File: config.mk
export PLATFORM = sky130hd
export DESIGN_NAME = slot_waste_mon
export DESIGN_NICKNAME = d
export VERILOG_FILES = /design/src/rtl/swm_pkg.sv /design/src/rtl/swm_satcnt.sv /design/src/rtl/swm_ctrl.sv /design/src/rtl/swm_dpath.sv /design/src/rtl/slot_waste_mon.sv
export SDC_FILE = /design/constraint.sdc
export NUM_CORES = 1
export LEC_CHECK = 0
export BUFFER_PORTS_ARGS = -buffer_cell sky130_fd_sc_hd__buf_2
export CAP_MARGIN = 5
export CORE_MARGIN = 2
export CORE_UTILIZATION = 50
export DETAILED_ROUTE_END_ITERATION = 6
export GPL_TIMING_DRIVEN = 0
export PLACE_DENSITY = 0.67
export SLEW_MARGIN = 30
export SYNTH_ARGS = -nofsm -noshare
export SYNTH_HDL_FRONTEND = slang
export SYNTH_SLANG_ARGS = --single-unit
export TNS_END_PERCENT = 100
File: constraint.sdc
create_clock -name clk -period 3.2 [get_ports clk]
set_clock_uncertainty 0.15 [all_clocks]
set_input_delay 0.32 -clock clk [delete_from_list [all_inputs] [get_ports clk]]
set_output_delay 0.32 -clock clk [all_outputs]
set_load 0.1 [all_outputs]
File: src/rtl/swm_pkg.sv
package swm_pkg;
  localparam int NUM_CNT = 5;
  localparam int SEL_W   = 3;

  localparam int CNT_CYCLES = 0;
  localparam int CNT_FILLED = 1;
  localparam int CNT_VERT   = 2;
  localparam int CNT_HORIZ  = 3;
  localparam int CNT_IDLE   = 4;

  typedef struct packed {
    logic clear;
    logic tick;
    logic idleCyc;
    logic partialCyc;
  } swm_strobe_t;
endpackage

File: src/rtl/swm_satcnt.sv
module swm_satcnt #(
  parameter int W  = 32,
  parameter int IW = 4
) (
  input  logic          clk,
  input  logic          rstN,
  input  logic          clr,
  input  logic [IW-1:0] inc,
  output logic [W-1:0]  cnt
);
  logic [W:0] sumExt;

  always_comb begin
    sumExt = {1'b0, cnt} + {{(W+1-IW){1'b0}}, inc};
  end

  always_ff @(posedge clk or negedge rstN) begin
    if (!rstN)          cnt <= '0;
    else if (clr)       cnt <= '0;
    else if (sumExt[W]) cnt <= '1;
    else                cnt <= sumExt[W-1:0];
  end


  no_wrap_chk: assert property (@(posedge clk) disable iff (!rstN)
    !clr |=> cnt >= $past(cnt));


  clear_zero_chk: assert property (@(posedge clk) disable iff (!rstN)
    clr |=> cnt == '0);
endmodule

File: src/rtl/swm_ctrl.sv
module swm_ctrl
  import swm_pkg::*;
#(
  parameter int SLOT_COUNT = 8,
  localparam int AMT_W = $clog2(SLOT_COUNT + 1)
) (
  input  logic                  clk,
  input  logic                  rstN,
  input  logic                  countEn,
  input  logic                  clearReq,
  input  logic [SLOT_COUNT-1:0] slotValid,
  output swm_strobe_t           strobe,
  output logic [AMT_W-1:0]      filledAmt,
  output logic [AMT_W-1:0]      emptyAmt
);
  always_comb begin
    filledAmt = '0;
    for (int i = 0; i < SLOT_COUNT; i++) begin
      filledAmt = filledAmt + AMT_W'(slotValid[i]);
    end
    emptyAmt = AMT_W'(SLOT_COUNT) - filledAmt;
  end

  always_comb begin
    strobe.clear      = clearReq;
    strobe.tick       = countEn && !clearReq;
    strobe.idleCyc    = strobe.tick && (filledAmt == '0);
    strobe.partialCyc = strobe.tick && (filledAmt != '0) &&
                        (filledAmt != AMT_W'(SLOT_COUNT));
  end


  idle_mask_chk: assert property (@(posedge clk) disable iff (!rstN)
    strobe.idleCyc |-> (slotValid == '0));


  partial_mask_chk: assert property (@(posedge clk) disable iff (!rstN)
    strobe.partialCyc |-> (slotValid != '0) && (~slotValid != '0));


  freeze_strobe_chk: assert property (@(posedge clk) disable iff (!rstN)
    !countEn |-> !strobe.tick && !strobe.idleCyc && !strobe.partialCyc);
endmodule

File: src/rtl/swm_dpath.sv
module swm_dpath
  import swm_pkg::*;
#(
  parameter int SLOT_COUNT = 8,
  parameter int CNT_WIDTH  = 32,
  localparam int AMT_W = $clog2(SLOT_COUNT + 1)
) (
  input  logic                 clk,
  input  logic                 rstN,
  input  swm_strobe_t          strobe,
  input  logic [AMT_W-1:0]     filledAmt,
  input  logic [AMT_W-1:0]     emptyAmt,
  input  logic [SEL_W-1:0]     readSel,
  output logic [CNT_WIDTH-1:0] readData
);
  logic [NUM_CNT-1:0][AMT_W-1:0]     incVal;
  logic [NUM_CNT-1:0][CNT_WIDTH-1:0] cntVal;

  always_comb begin
    incVal             = '0;
    incVal[CNT_CYCLES] = strobe.tick ? AMT_W'(1) : '0;
    incVal[CNT_FILLED] = strobe.tick ? filledAmt : '0;
    incVal[CNT_VERT]   = strobe.idleCyc ? AMT_W'(SLOT_COUNT) : '0;
    incVal[CNT_HORIZ]  = strobe.partialCyc ? emptyAmt : '0;
    incVal[CNT_IDLE]   = strobe.idleCyc ? AMT_W'(1) : '0;
  end

  for (genvar g = 0; g < NUM_CNT; g++) begin : g_cnt
    swm_satcnt #(.W(CNT_WIDTH), .IW(AMT_W)) u_cnt (
      .clk  (clk),
      .rstN (rstN),
      .clr  (strobe.clear),
      .inc  (incVal[g]),
      .cnt  (cntVal[g])
    );
  end

  always_comb begin
    readData = '0;
    if (int'(readSel) < NUM_CNT) readData = cntVal[readSel];
  end


  hold_when_idle_chk: assert property (@(posedge clk) disable iff (!rstN)
    (!strobe.tick && !strobe.clear) |=> $stable(cntVal));


  cycle_step_chk: assert property (@(posedge clk) disable iff (!rstN)
    (strobe.tick && cntVal[CNT_CYCLES] != '1) |=>
      cntVal[CNT_CYCLES] == $past(cntVal[CNT_CYCLES]) + 1'b1);
endmodule

File: src/rtl/slot_waste_mon.sv
module slot_waste_mon
  import swm_pkg::*;
#(
  parameter int SLOT_COUNT = 8,
  parameter int CNT_WIDTH  = 32
) (
  input  logic                  clk,
  input  logic                  rstN,
  input  logic                  countEn,
  input  logic                  clearReq,
  input  logic [SLOT_COUNT-1:0] slotValid,
  input  logic [2:0]            readSel,
  output logic [CNT_WIDTH-1:0]  readData
);
  localparam int AMT_W = $clog2(SLOT_COUNT + 1);

  swm_strobe_t      strobe;
  logic [AMT_W-1:0] filledAmt;
  logic [AMT_W-1:0] emptyAmt;

  swm_ctrl #(.SLOT_COUNT(SLOT_COUNT)) u_ctrl (
    .clk       (clk),
    .rstN      (rstN),
    .countEn   (countEn),
    .clearReq  (clearReq),
    .slotValid (slotValid),
    .strobe    (strobe),
    .filledAmt (filledAmt),
    .emptyAmt  (emptyAmt)
  );

  swm_dpath #(.SLOT_COUNT(SLOT_COUNT), .CNT_WIDTH(CNT_WIDTH)) u_dpath (
    .clk       (clk),
    .rstN      (rstN),
    .strobe    (strobe),
    .filledAmt (filledAmt),
    .emptyAmt  (emptyAmt),
    .readSel   (readSel),
    .readData  (readData)
  );
endmodule

==> metrics.yaml <==
syn_nets: 1060
fin_crit_sh_pct: 142
overflow: 0
fp.dieH_um: 143
design_area_sq_um: 12900
cts_root_buf: "clkbuf_16"
setup_viol: 126
synth_cell_types: 54
fp-row-count: 50
synthFlopType: "dfrtp_1"
grt_pass1_wl_um: 46800
portBuffers: 43
critPathKind: "in2reg"
antenna_found_initial: 0
p_per_area_nw_per_um2: 367
slew_headroom_pct: 31.0
clkLatencyLatePin_ps: 430
cp-start-kind: "primary input"
syn_to_final_growth_pct: 32.6
avgRoutedWirePerCell_um: 20.6
maxSlewViolCount: 0
hold_viol_final: 0
ir_worst_vdd_v: 0.000302
final_layout_size_suffix_gt1_share_pct: 33.4
grt_pass1_vias: 8682
grt_max_degree: 65
synth_commonest_cells: "158 x dfrtp_1, 138 x a21oi_1, 72 x nand2_1"
pwr-share-comb_pct: 14.0
worst_pin_slew_ps: 1030
seqPwrFrac_pct: 43.4
p_leak_nw: 5.26
clk_pin_slew_ps: 60
numCtsBuffers: 17
async_flop_share_pct: 100
cts_tree: "yes"
top_register: "u_dpath.g_cnt.u_cnt.cnt"
p_int_mw: 3.48
die_w_um: 143
core_area_sq_um: 18900
worstPathRequired_ps: 3400
violations: "setup timing"
yosysWarnings: 0
postLayoutSetupSlackWorst_ps: -1350
synth_edf_count: 0
hold_slack_ps: 206
ys_seq_area_share_pct: 40.7
via_count: 8691
synth_most_common_cell: "dfrtp_1"
power.share.clock_pct: 42.6
max_cap_violations: 0
rsz0062_at_grt: "true"
period_needed_ps: 4550
placed_area_sq_um: 10800
initial_core_util_pct: 51.4
end_kind: "register"
viasPerCell: 6.07
power_switching_mw: 1.24
fmax_mhz: 220
status: "finished with violations"
ff2ff_path_depth: 9
final_nets: 1198
synthesis.area_sq_um: 9710
ys_ff_latch: 158
clockBufferDepth: 2
diodes: 0
syn_area_per_cell_sq_um: 9.51
drc: 0
first_pass_iters: 5
place_congestion: 0.897
routed_wl_um: 29500
min_path_type: "in2async"
cp_max_fo: 7
htree_num_levels: 4
grtUsageTotal_pct: 29.7
drt-initial-drc-count: 758
synth_top_area_share_pct: 40.7
yosys-top-cells-area: "dfrtp_1 41%, mux4_2 7.4%, a21oi_1 7.1%, xor2_1 6.2%, xnor2_1 3.8%"
die_area_sq_um: 20600
postRouteAntennaNets: 0
cts.sinks: 158
crit_arrival_ps: 4750
hpwl_um: 19800
largest_reg_flops: 158
total_power_mw: 4.72
netlist_instances: 1021
swShare_pct: 26.3
fin_setup_tns_ps: -135500
synthDominantAreaCellType: "dfrtp_1"
top_regs: "u_dpath.g_cnt.u_cnt.cnt (158)"
ioPinCount: 47
## cells in the final DEF (no fill, tap or decap), types with 26 or more instances in the layout
master / count
dfrtp_1: 158
a21oi_2: 87
nand2_1: 67
xor2_1: 66
inv_1: 60
nand3_1: 49
buf_2: 47
a21oi_1: 44
xnor2_1: 41
buf_4: 40
clkbuf_1: 38
and3_1: 38
nand4_1: 33
mux4_2: 32
o21ai_1: 32
buf_6: 31
nor2_1: 26
## routing by layer
metal | global-route usage (%) | wire length, um | vias to the layer above
met4 | 13.6 | 1190 | 0
met2 | 46.2 | 13900 | 283
met1 | 40.1 | 12500 | 4354
met5 | 0 | 0 | -
met3 | 5.93 | 1930 | 75
li1 | - | - | 3979
## kinds of logic after synthesis
| logic type | count (synthesis) | synth area share (%) |
|---|---|---|
| AO/OA/AOI/OAI | 239 | 13.9 |
| XOR/XNOR | 111 | 10.0 |
| adder cells (fa/ha/maj) | 24 | 3.56 |
| buffers and inverters | 123 | 5.05 |
| flip-flops | 158 | 40.7 |
| multiplexers | 34 | 7.63 |
| AND/OR/NAND/NOR | 332 | 19.2 |
## final timing paths
path / from / endpoint / slack, ps
setup / recovery: slotValid[1] / u_dpath.g_cnt[3].u_cnt.cnt[27] / -1350
hold / removal: rstN / u_dpath.g_cnt[4].u_cnt.cnt[2] / 210
setup reg to reg: u_dpath.g_cnt[0].u_cnt.cnt[0] / u_dpath.g_cnt[0].u_cnt.cnt[7] / 570
hold reg to reg: u_dpath.g_cnt[0].u_cnt.cnt[24] / u_dpath.g_cnt[0].u_cnt.cnt[24] / 430
max in group asynchronous: rstN / u_dpath.g_cnt[1].u_cnt.cnt[21] / 2060
min in group clk: u_dpath.g_cnt[0].u_cnt.cnt[24] / u_dpath.g_cnt[0].u_cnt.cnt[24] / 430
## cell type report
class	count	area, sq um
plain buffers	54	362
clock inverters	11	116
well taps	260	325
repair buffers	125	1150
clock buffers	21	460
fillers	1427	6020
multi-input cells	740	6280
flip-flops and latches	158	3950
inverters	63	236
## worst max-delay path: stages
cell      delay, ps
buf_6            90
ha_4            250
inv_2            30
fa_1            460
fa_1            510
inv_2            40
fa_2            340
inv_2            70
fa_2            470
ha_4            210
nand2_4          80
buf_6           100
nor3b_2         230
ha_4            240
a211oi_4         90
nor4_2          310
and3_4          260
nand4_4         220
buf_8           240
a31oi_2         160
## repair_timing
item / 4_1_cts / 5_1_grt
gates cloned: 10 / 0
endpoints found under the hold margin: 77 / 0
gates resized for setup: 134 / 69
buffers inserted: 60 / 14
endpoints found under the setup margin: 155 / 126
pin swaps: 51 / 34
hold buffers: 1 / 0
## power by group through the flow
stage	combinational [mW]	clock (mW)	sequential, mW
finish	0.661	2.01	2.05
global route	0.717	2.11	2.05
CTS	0.574	2.02	2.05
detailed placement	0.472	0	2.08
global placement	0.453	0	2.08
floorplan	0.331	0	2.07
## metrics by stage
step	instances	utilization (%)	worst slack, ps
finish	1432	68.2	-1350
global route	1432	68.2	-1470
CTS	1424	66.4	-1360
detailed placement	1326	56.9	-2030
global placement	1324	56.6	-1960
floorplan	1021	-	-1390
Power figures use the tool's default switching activity.
